$ cat config.mk
export PLATFORM = sky130hd
export DESIGN_NAME = cbfly_unit
export DESIGN_NICKNAME = d
export VERILOG_FILES = /design/src/rtl/cbfly_pkg.sv /design/src/rtl/cbfly_cmul.sv /design/src/rtl/cbfly_addsub.sv /design/src/rtl/cbfly_ports.sv /design/src/rtl/cbfly_unit.sv
export SDC_FILE = /design/constraint.sdc
export NUM_CORES = 2
export LEC_CHECK = 0
export BUFFER_PORTS_ARGS = -buffer_cell sky130_fd_sc_hd__buf_2
export CORE_MARGIN = 10
export CORE_UTILIZATION = 45
export DETAILED_ROUTE_END_ITERATION = 8
export PLACE_DENSITY_LB_ADDON = 0.15
export SLEW_MARGIN = 0
export SYNTH_ARGS = -nofsm -noshare
export SYNTH_HDL_FRONTEND = slang
export SYNTH_SLANG_ARGS = --single-unit
$ cat constraint.sdc
create_clock -name clk -period 13.23 [get_ports clk]
set_input_delay 1.9845 -clock clk [delete_from_list [all_inputs] [get_ports clk]]
set_output_delay 1.9845 -clock clk [all_outputs]
set_load 0.005 [all_outputs]
$ cat src/rtl/cbfly_pkg.sv
package cbfly_pkg;

  typedef enum logic [1:0] {SRC_ZERO = 2'd0, SRC_P0 = 2'd1, SRC_S = 2'd2, SRC_NONE = 2'd3} src_e;
  typedef enum logic [1:0] {FN_ADD = 2'd0, FN_SUB = 2'd1, FN_RSUB = 2'd2, FN_ADD2 = 2'd3} fn_e;
  typedef enum logic [1:0] {SIDE_NONE = 2'd0, SIDE_COPY = 2'd1, SIDE_COEF = 2'd2, SIDE_RSV = 2'd3} side_e;
  typedef enum logic [1:0] {MUL_PLAIN = 2'd0, MUL_CONJX = 2'd1, MUL_CONJY = 2'd2, MUL_SPLIT = 2'd3} mul_e;

  typedef struct packed {
    logic  use_l;
    logic  rd_mp;
    logic  rd_qr;
    fn_e   d_fn;
    fn_e   s_fn;
    src_e  b_sel;
    src_e  a_sel;
    side_e p3_side;
    mul_e  mul_mode;
    logic  dup01;
    logic  rnd;
    logic  halve;
    logic  clear;
  } cfg_t;

  localparam int CFG_W = $bits(cfg_t);

endpackage

$ cat src/rtl/cbfly_cmul.sv
module cbfly_cmul #(
  parameter int W = 16
) (
  input  logic [2*W-1:0] x,
  input  logic [2*W-1:0] y,
  input  cbfly_pkg::mul_e mode,
  output logic [2*W-1:0] p,
  output logic [1:0]     sat
);
  import cbfly_pkg::*;

  localparam int PW = 2*W + 1;
  localparam logic signed [PW-1:0] MAXV = {{(W+2){1'b0}}, {(W-1){1'b1}}};
  localparam logic signed [PW-1:0] MINV = -MAXV - 1;

  logic signed [2*W-1:0] xr, xi, yr, yi;
  logic signed [2*W-1:0] rr, ii, ri, ir;
  logic signed [PW-1:0]  raw [2];

  assign xr = {{W{x[2*W-1]}}, x[2*W-1:W]};
  assign xi = {{W{x[W-1]}},   x[W-1:0]};
  assign yr = {{W{y[2*W-1]}}, y[2*W-1:W]};
  assign yi = {{W{y[W-1]}},   y[W-1:0]};

  assign rr = xr * yr;
  assign ii = xi * yi;
  assign ri = xr * yi;
  assign ir = xi * yr;

  // raw[1] is the real lane, raw[0] the imaginary lane
  always_comb begin
    unique case (mode)
      MUL_PLAIN: begin
        raw[1] = {rr[2*W-1], rr} - {ii[2*W-1], ii};
        raw[0] = {ri[2*W-1], ri} + {ir[2*W-1], ir};
      end
      MUL_CONJX: begin
        raw[1] = {rr[2*W-1], rr} + {ii[2*W-1], ii};
        raw[0] = {ri[2*W-1], ri} - {ir[2*W-1], ir};
      end
      MUL_CONJY: begin
        raw[1] = {rr[2*W-1], rr} + {ii[2*W-1], ii};
        raw[0] = {ir[2*W-1], ir} - {ri[2*W-1], ri};
      end
      default: begin
        raw[1] = {rr[2*W-1], rr};
        raw[0] = {ii[2*W-1], ii};
      end
    endcase
  end

  for (genvar g = 0; g < 2; g++) begin : g_lane
    logic signed [PW-1:0] sh;
    assign sh = raw[g] >>> (W-1);
    always_comb begin
      if (sh > MAXV) begin
        p[g*W +: W] = MAXV[W-1:0];
        sat[g]      = 1'b1;
      end else if (sh < MINV) begin
        p[g*W +: W] = MINV[W-1:0];
        sat[g]      = 1'b1;
      end else begin
        p[g*W +: W] = sh[W-1:0];
        sat[g]      = 1'b0;
      end
    end
  end

endmodule

$ cat src/rtl/cbfly_addsub.sv
module cbfly_addsub #(
  parameter int W = 16
) (
  input  logic [2*W-1:0] op,
  input  logic [2*W-1:0] sec,
  input  cbfly_pkg::fn_e fn,
  input  logic           halve,
  input  logic           rnd,
  output logic [2*W-1:0] y,
  output logic [1:0]     sat,
  output logic [1:0]     big
);
  import cbfly_pkg::*;

  localparam int EW = W + 2;
  localparam logic signed [EW-1:0] MAXV = {3'b000, {(W-1){1'b1}}};
  localparam logic signed [EW-1:0] MINV = -MAXV - 1;

  for (genvar g = 0; g < 2; g++) begin : g_lane
    logic signed [EW-1:0] e1, e2, sum, rsum, v;
    logic [W-1:0] res;

    assign e1 = {{2{op[g*W+W-1]}},  op[g*W +: W]};
    assign e2 = {{2{sec[g*W+W-1]}}, sec[g*W +: W]};

    always_comb begin
      unique case (fn)
        FN_SUB:  sum = e1 - e2;
        FN_RSUB: sum = e2 - e1;
        default: sum = e1 + e2;
      endcase
      rsum = sum + {{(EW-1){1'b0}}, rnd};
      v    = halve ? (rsum >>> 1) : sum;
    end

    always_comb begin
      if (v > MAXV) begin
        res    = MAXV[W-1:0];
        sat[g] = 1'b1;
      end else if (v < MINV) begin
        res    = MINV[W-1:0];
        sat[g] = 1'b1;
      end else begin
        res    = v[W-1:0];
        sat[g] = 1'b0;
      end
    end

    assign y[g*W +: W] = res;
    assign big[g]      = res[W-1] ^ res[W-2];
  end

endmodule

$ cat src/rtl/cbfly_ports.sv
module cbfly_ports #(
  parameter int W = 16
) (
  input  logic            clk,
  input  logic            rst_n,
  input  logic            wr_en,
  input  logic [1:0]      wr_addr,
  input  logic [2*W-1:0]  wr_data,
  input  logic [2*W-1:0]  coef_in,
  input  logic            dup01,
  input  cbfly_pkg::side_e p3_side,
  output logic [2*W-1:0]  p0,
  output logic [2*W-1:0]  p1,
  output logic [2*W-1:0]  p2,
  output logic [2*W-1:0]  p3
);
  import cbfly_pkg::*;

  logic           en0, en1, en2, en3;
  logic [2*W-1:0] p2_d;

  always_comb begin
    en1  = wr_en && (wr_addr == 2'd1);
    en3  = wr_en && (wr_addr == 2'd3);
    en0  = (wr_en && (wr_addr == 2'd0)) || (en1 && dup01);
    en2  = 1'b0;
    p2_d = wr_data;
    if (wr_en && (wr_addr == 2'd2)) begin
      en2 = 1'b1;
    end else if (en3 && (p3_side == SIDE_COPY)) begin
      en2 = 1'b1;
    end else if (en3 && (p3_side == SIDE_COEF)) begin
      en2  = 1'b1;
      p2_d = coef_in;
    end
  end

  always_ff @(posedge clk or negedge rst_n) begin
    if (!rst_n) begin
      p0 <= '0;
      p1 <= '0;
      p2 <= '0;
      p3 <= '0;
    end else begin
      if (en0) p0 <= wr_data;
      if (en1) p1 <= wr_data;
      if (en2) p2 <= p2_d;
      if (en3) p3 <= wr_data;
    end
  end

endmodule

$ cat src/rtl/cbfly_unit.sv
module cbfly_unit #(
  parameter int W = 16
) (
  input  logic                     clk,
  input  logic                     rst_n,
  input  logic                     wr_en,
  input  logic [1:0]               wr_addr,
  input  logic [2*W-1:0]           wr_data,
  input  logic [2*W-1:0]           coef_in,
  input  logic [cbfly_pkg::CFG_W-1:0] cfg,
  output logic [2*W-1:0]           rd_p0,
  output logic [2*W-1:0]           rd_p1,
  output logic [2*W-1:0]           rd_p2,
  output logic [2*W-1:0]           rd_p3,
  output logic                     big_re,
  output logic                     big_im,
  output logic                     sat_re,
  output logic                     sat_im
);
  import cbfly_pkg::*;

  cfg_t c;
  assign c = cfg_t'(cfg);

  logic [2*W-1:0] p0, p1, p2, p3;
  logic [2*W-1:0] a_q, b_q, s_q, d_q, q_q, r_q, l_q;
  logic [2*W-1:0] a_d, b_d, s_d, d_d, q_d, r_d, l_d;
  logic [3:0]     fl_q, fl_d;
  logic [2*W-1:0] prod, sec, s_y, d_y;
  logic [1:0]     m_sat, s_sat, d_sat, s_big, d_big;
  logic           step, upd_en;

  cbfly_ports #(.W(W)) u_ports (
    .clk     (clk),
    .rst_n   (rst_n),
    .wr_en   (wr_en),
    .wr_addr (wr_addr),
    .wr_data (wr_data),
    .coef_in (coef_in),
    .dup01   (c.dup01),
    .p3_side (c.p3_side),
    .p0      (p0),
    .p1      (p1),
    .p2      (p2),
    .p3      (p3)
  );

  cbfly_cmul #(.W(W)) u_mul (
    .x    (p2),
    .y    (p3),
    .mode (c.mul_mode),
    .p    (prod),
    .sat  (m_sat)
  );

  assign sec = c.use_l ? l_q : prod;

  cbfly_addsub #(.W(W)) u_sum (
    .op    (a_q),
    .sec   (sec),
    .fn    (c.s_fn),
    .halve (c.halve),
    .rnd   (c.rnd),
    .y     (s_y),
    .sat   (s_sat),
    .big   (s_big)
  );

  cbfly_addsub #(.W(W)) u_dif (
    .op    (b_q),
    .sec   (sec),
    .fn    (c.d_fn),
    .halve (c.halve),
    .rnd   (c.rnd),
    .y     (d_y),
    .sat   (d_sat),
    .big   (d_big)
  );

  function automatic logic [2*W-1:0] pick(src_e sel, logic [2*W-1:0] pv, logic [2*W-1:0] sv);
    unique case (sel)
      SRC_P0:  return pv;
      SRC_S:   return sv;
      default: return '0;
    endcase
  endfunction

  assign step   = wr_en && (wr_addr == 2'd3);
  assign upd_en = step || c.clear;

  // flag order: {big_re, big_im, sat_re, sat_im}
  always_comb begin
    if (c.clear) begin
      a_d  = '0; b_d = '0; s_d = '0; d_d = '0;
      q_d  = '0; r_d = '0; l_d = '0;
      fl_d = '0;
    end else begin
      a_d  = pick(c.a_sel, p0, s_q);
      b_d  = pick(c.b_sel, p0, s_q);
      s_d  = s_y;
      d_d  = d_y;
      q_d  = s_q;
      r_d  = d_q;
      l_d  = prod;
      fl_d = fl_q | {s_big[1] | d_big[1], s_big[0] | d_big[0],
                     s_sat[1] | d_sat[1] | m_sat[1], s_sat[0] | d_sat[0] | m_sat[0]};
    end
  end

  always_ff @(posedge clk or negedge rst_n) begin
    if (!rst_n) begin
      a_q  <= '0; b_q <= '0; s_q <= '0; d_q <= '0;
      q_q  <= '0; r_q <= '0; l_q <= '0;
      fl_q <= '0;
    end else if (upd_en) begin
      a_q  <= a_d; b_q <= b_d; s_q <= s_d; d_q <= d_d;
      q_q  <= q_d; r_q <= r_d; l_q <= l_d;
      fl_q <= fl_d;
    end
  end

  assign rd_p0  = c.rd_qr ? q_q  : p0;
  assign rd_p1  = c.rd_qr ? r_q  : p1;
  assign rd_p2  = c.rd_mp ? prod : p2;
  assign rd_p3  = c.rd_mp ? l_q  : p3;
  assign big_re = fl_q[3];
  assign big_im = fl_q[2];
  assign sat_re = fl_q[1];
  assign sat_im = fl_q[0];

endmodule

# Word-level counts from Yosys, hierarchy flattened
# Index checks and enable logic that the tools add are counted.
dict set report totals {
  regBits 356
  out_inout_bits 132
}
dict set report op_classes {
  order_cmp 12
  multipliers 4
  bitwise 11
  n_eq_ne 15
  muxes 54
  add_sub_neg 21
  n_reduce_logical 11
}
# cell n
set op_table {}
lappend op_table {{$mux 32} 15}
lappend op_table {{$pmux 66 s3} 1}
lappend op_table {{$mux 16} 12}
lappend op_table {{$pmux 18 s2} 4}
lappend op_table {{$sub 16x16->17} 8}
lappend op_table {{$mul 16x16->32} 4}
lappend op_table {{$pmux 32 s2} 2}
lappend op_table {{$gt 18x16->1 const B} 6}
lappend op_table {{$lt 18x16->1 const B} 6}
lappend op_table {{$sub 32x32->33} 3}
lappend op_table {{$add 18x1->18} 4}
lappend op_table {{$mux 18} 4}
lappend op_table {{$add 16x16->17} 4}
lappend op_table {{$add 32x32->33} 2}
lappend op_table {{$eq 2x2->1 const B} 8}
lappend op_table {{$mux 1} 15}
lappend op_table {{$eq 2x1->1 const B} 7}
lappend op_table {{$logic_and 1x1->1} 7}
lappend op_table {{$or 1x1->1} 6}
lappend op_table {{$logic_not 2->1} 2}
lappend op_table {{$mux 4} 1}
lappend op_table {{$or 4x4->4} 1}
lappend op_table {{$xor 1x1->1} 4}
lappend op_table {{$logic_or 1x1->1} 2}

# Longest topological paths before layout
dict set report depth {
  ltp_word 18
  ltp_mapped 73
  ltp_nobuf 68
}

# By module
# Synthesis repeated with hierarchy kept, for this count alone.
dict set report unflattened {
  cells_unflattened 8858
  hier_area_um2 75434.8
}
# module area_each_um2 cells_per_inst instances seq_area_each_um2
set modules_own_cells {}
lappend modules_own_cells {cbfly_cmul 46469.6 5449 1 0.0}
lappend modules_own_cells {cbfly_addsub 6368.6 951 2 0.0}
lappend modules_own_cells {cbfly_unit 11154.4 1119 1 5705.5}
lappend modules_own_cells {cbfly_ports 5073.6 388 1 3203.1}

# Least setup slack after synthesis
# OpenSTA, ideal clock, no wires.
dict set report synth_path {
  kind {reg-to-reg}
  startpoint {register u_ports.p2[31]}
  endpoint {register d_q[1]}
  stages_incl_launch_ff 62
  path_slack_ns -0.753
  n_path_buf 6
  required_ns 13.107
  arrival_time_ns 13.860
  synth_period_minus_slack_ns 13.983
  setup_ns 0.123
  path_cell_list {dfrtp_1 -> clkbuf_1 -> clkbuf_1 -> nand2_1 -> inv_1 -> fa_1 -> inv_1 -> fa_1 -> inv_1 -> fa_1 -> fa_1 -> fa_1 -> fa_1 -> ha_1 -> clkbuf_1 -> and4_1 -> and2_1 -> a22oi_1 -> (+26 left out) -> inv_1 -> fa_1 -> nand2b_1 -> or4_1 -> and3_1 -> maj3_1 -> xor2_1 -> mux2i_1 -> and4_1 -> nor4b_1 -> and4_1 -> a21bo_2 -> or4_1 -> nor2_1 -> o21ai_2 -> nand2_2 -> buf_8 -> o21ai_2}
}
dict set report synth_between {
  elab_chain_cells 15
  elab_cells_between_ends 21
  classes_between {7 x add/sub; 1 x mul; 4 x order compare; 9 x mux}
}
# element line_no
set synth_lines {}
lappend synth_lines {{from (decl)} cbfly_ports.sv:14} ;# output logic [2*W-1:0] p2,
lappend synth_lines {{from (signal assigned)} cbfly_ports.sv:47} ;# if (en2) p2 <= p2_d;
lappend synth_lines {{$mul 16x16->32 (*)} cbfly_cmul.sv:27} ;# assign ri = xr * yi;
lappend synth_lines {{$sub 32x32->33, or another cell as far along} cbfly_cmul.sv:43} ;# raw[0] = {ir[2*W-1], ir} - {ri[2*W-1], ri};
lappend synth_lines {{$pmux 66 s3 (*)} cbfly_cmul.sv:32} ;# unique case (mode)
lappend synth_lines {{$lt 18x16->1} cbfly_cmul.sv:59} ;# end else if (sh < MINV) begin
lappend synth_lines {{$mux 16} cbfly_cmul.sv:59}
lappend synth_lines {{$mux 16 (*)} cbfly_cmul.sv:56} ;# if (sh > MAXV) begin
lappend synth_lines {{$mux 32 (*)} cbfly_unit.sv:56} ;# assign sec = c.use_l ? l_q : prod;
lappend synth_lines {{$add 16x16->17, or another cell as far along} cbfly_addsub.sv:30} ;# default: sum = e1 + e2;
lappend synth_lines {{$pmux 18 s2 (*)} cbfly_addsub.sv:27} ;# unique case (fn)
lappend synth_lines {{$add 18x1->18} cbfly_addsub.sv:32} ;# rsum = sum + {{(EW-1){1'b0}}, rnd};
lappend synth_lines {{$mux 18 (*)} cbfly_addsub.sv:33} ;# v = halve ? (rsum >>> 1) : sum;
lappend synth_lines {{$lt 18x16->1} cbfly_addsub.sv:40} ;# end else if (v < MINV) begin
lappend synth_lines {{$mux 16} cbfly_addsub.sv:40}
lappend synth_lines {{$mux 16 (*)} cbfly_addsub.sv:37} ;# if (v > MAXV) begin
lappend synth_lines {{$mux 32 (*)} cbfly_unit.sv:93} ;# if (c.clear) begin
lappend synth_lines {{to (signal assigned)} cbfly_unit.sv:112} ;# a_q <= '0; b_q <= '0; s_q <= '0; d_q <= '0;
lappend synth_lines {{to (signal assigned)} cbfly_unit.sv:116} ;# a_q <= a_d; b_q <= b_d; s_q <= s_d; d_q <= d_d;
lappend synth_lines {{to (decl)} cbfly_unit.sv:26} ;# logic [2*W-1:0] a_q, b_q, s_q, d_q, q_q, r_q, l_q;
# Every way passes the cells marked *; elsewhere a longest branch is shown, timed or not.
# A chain may end at the register's enable or synchronous reset.

# Final worst setup path
dict set report layout_path {
  startpoint {register u_ports.p2[22]}
  endpoint {register d_q[6]}
}
# The elaborated chain is that of the path after synthesis.

==> run summary <==
Outcome: finished, violations left
Failing checks: negative setup slack
Leading cell type in the layout, fill and taps excluded: buf_4
CP max stage cell: fa_1
Critical Path RT: 13740 ps
Async S/R FF share, synth: 100%
Synth warn: 0
Most frequent cells in the layout: buf_4, inv_1, nand2_1, fa_1, ha_1
Post-Synthesis Cells: 8685
Post-route clock skew: 46.0 ps
Die ar.: 179000 um2
Synth unique cells: 117
Crit-path max cell delay: 630 ps
Ports: 220
CTS tree: built
Final Hold Fails: 0
Wire per inst: 23.5 um
Total Nets Final: 11800
Max-Slew Margin vs Limit: 16.2%
1st-iter DRT viols: 5008
Critical path type: reg2reg
Row cnt: 147
Num CTS Buffers: 47
Routed Antenna Nets: 0
CTS Buffer Depth: 3
Via-to-Cell Ratio: 5.51
Largest cells by area after synthesis: fa_1, dfrtp_1, ha_1, inv_1, nand2_1
DP HPWL: 232000 um
Post-Synthesis Net Count: 10400
Clock Pin Slew Worst Setup and Hold Paths: 60 ps
Critical path buffer and inverter count: 15
Period minus WS final: 13410 ps
CORE AREA: 161000 um2
CP Data Arrival Time: 13920 ps
Die Y: 423 um
Avg Synthesized Cell Area: 8.40 um2
Total track usage: 31.5%
Crit. End Element: flip-flop
Max-cap viol count: 0
Drt total wl: 289000 um
Die width: 423 um
DR DRC count: 0
Crit path setup slack, layout: -175 ps
Setup_tns: -3390 ps
CP Launch Type: flip-flop
Post-synthesis sequential area ratio: 12.2%
RSZ-0062 raised after global routing: yes
Fmax: 74.6 MHz
Share of cells above drive strength 1: 26.8%
Max-slew violations: 0
CTS sink cnt: 356
Root Driver: clkbuf_16
Mapped Area: 72900 um2
Critical-path maximum fanout: 10
Via count: 67900
Layout area overhead: 28.3%
Worst Hold Class: reg2reg
CTS Hold Bufs: 0
Least-Margin Pin Slew: 1260 ps
Finished Core Util: 58.2%
Final worst path period share: 101%
Initial antenna violation count: 21
Top cell type's share of synthesized area: 28.9%
Post-synth EDFFs: 0
CP most frequent cell: buf_4
Post-synth top flop: dfrtp_1
First-pass GRT wire length: 430000 um
Number of global-route vias before repair: 68900
H-tree levels: 2
1st-pass router iterations: 6
GP Congestion: 0.960
Final setup violation count: 48
Clock Latency Late Sink: 680 ps
Port Buffer Count: 219
Yosys reg bits: 356
Largest delay share family, worst path: simple AND/OR/NAND/NOR gates
Cell taking the most area after synthesis: fa_1
Largest net degree at the start of global routing: 158
Initial Utilization: 45.4%
Global route overflow: 0
-- layer usage --
metal | global-route usage [%] | vias to the layer above | share of wire [%]
li1 | - | 30900 | -
met1 | 39.5 | 34000 | 40
met2 | 50.9 | 2356 | 46
met3 | 4.36 | 648 | 6.1
met4 | 19.9 | 10 | 8.0
met5 | 0 | - | 0.024
-- what timing repair did --
item,4_1_cts,5_1_grt
resized for setup,375,491
endpoints found under the setup margin,73,79
hold endpoints to repair,0,0
pin swaps,177,282
setup buffers,91,110
gates cloned,3,4
-- cell type report --
| type | instances | area, um2 |
|---|---|---|
| Fill cell | 14800 | 67200 |
| Multi-Input combinational cell | 6494 | 60300 |
| Inverter | 1394 | 5240 |
| Sequential cell | 356 | 8910 |
| Antenna cell | 14 | 35.0 |
| Tap cell | 2160 | 2700 |
| Timing Repair Buffer | 1828 | 14600 |
| Clock inverter | 20 | 312 |
| Clock buffer | 67 | 1410 |
-- metrics by stage --
step | std cells | hold WS (ps) | setup WS, ps | cell area (um2)
after global routing | 12300 | 512 | -575 | 93500
final | 12300 | 477 | -175 | 93500
after global placement | 12000 | 466 | -947 | 86600
after CTS | 12200 | 478 | -87.2 | 90600
after floorplan | 8685 | 446 | 16.1 | 73000
after detailed placement | 12000 | 463 | -997 | 86600
-- tightest hold or removal path, delay by kind of cell (launching register included) --
family | cells | cell delay [ps]
flip-flops | 1 | 340
AND/OR/NAND/NOR | 2 | 100
-- synth_stat cells, drive strengths merged, types with 95 or more instances --
library cell	number
and2	447
fa	1054
nand2	1250
mux2	176
inv	1393
xor2	101
xnor2	269
o21ai	390
clkbuf	388
dfrtp	356
nor2	399
a21oi	447
ha	574
nand2b	96
a21o	95
-- final timing paths --
path                                       end                  startpoint  slack (ps)  depth (start not counted)
hold reg to reg            d_q[27]$_DFFE_PN0P_         d_q[27]$_DFFE_PN0P_         480                          2
max in group asynchronous   l_q[3]$_DFFE_PN0P_                       rst_n       10370                          2
min in group asynchronous  q_q[30]$_DFFE_PN0P_                       rst_n        1310                          1
setup reg to reg            d_q[6]$_DFFE_PN0P_  u_ports.p2[22]$_DFFE_PN0P_        -180                         62
hold / removal             d_q[27]$_DFFE_PN0P_         d_q[27]$_DFFE_PN0P_         480                          2
setup / recovery            d_q[6]$_DFFE_PN0P_  u_ports.p2[22]$_DFFE_PN0P_        -180                         62
-- registers in the layout, indices dropped and copies added, names as in the netlist, 32 cells and up --
register and flops:
u_ports.p1 32, u_ports.p0 32, s_q 32, q_q 32, l_q 32, b_q 32, d_q 32, r_q 32
u_ports.p3 32, a_q 32, u_ports.p2 32
-- kinds of logic after synthesis --
family	synth area share [%]
adder cells (fa/ha/maj)	38.9
AND/OR/NAND/NOR	17.1
flip-flops	12.2
AO/OA/AOI/OAI	13.9
multiplexers	3.90
XOR/XNOR	4.48
buffers and inverters	9.53
Power is not shown: default switching activity piles up to over one toggle a cycle in this logic, so the estimate is an artifact.
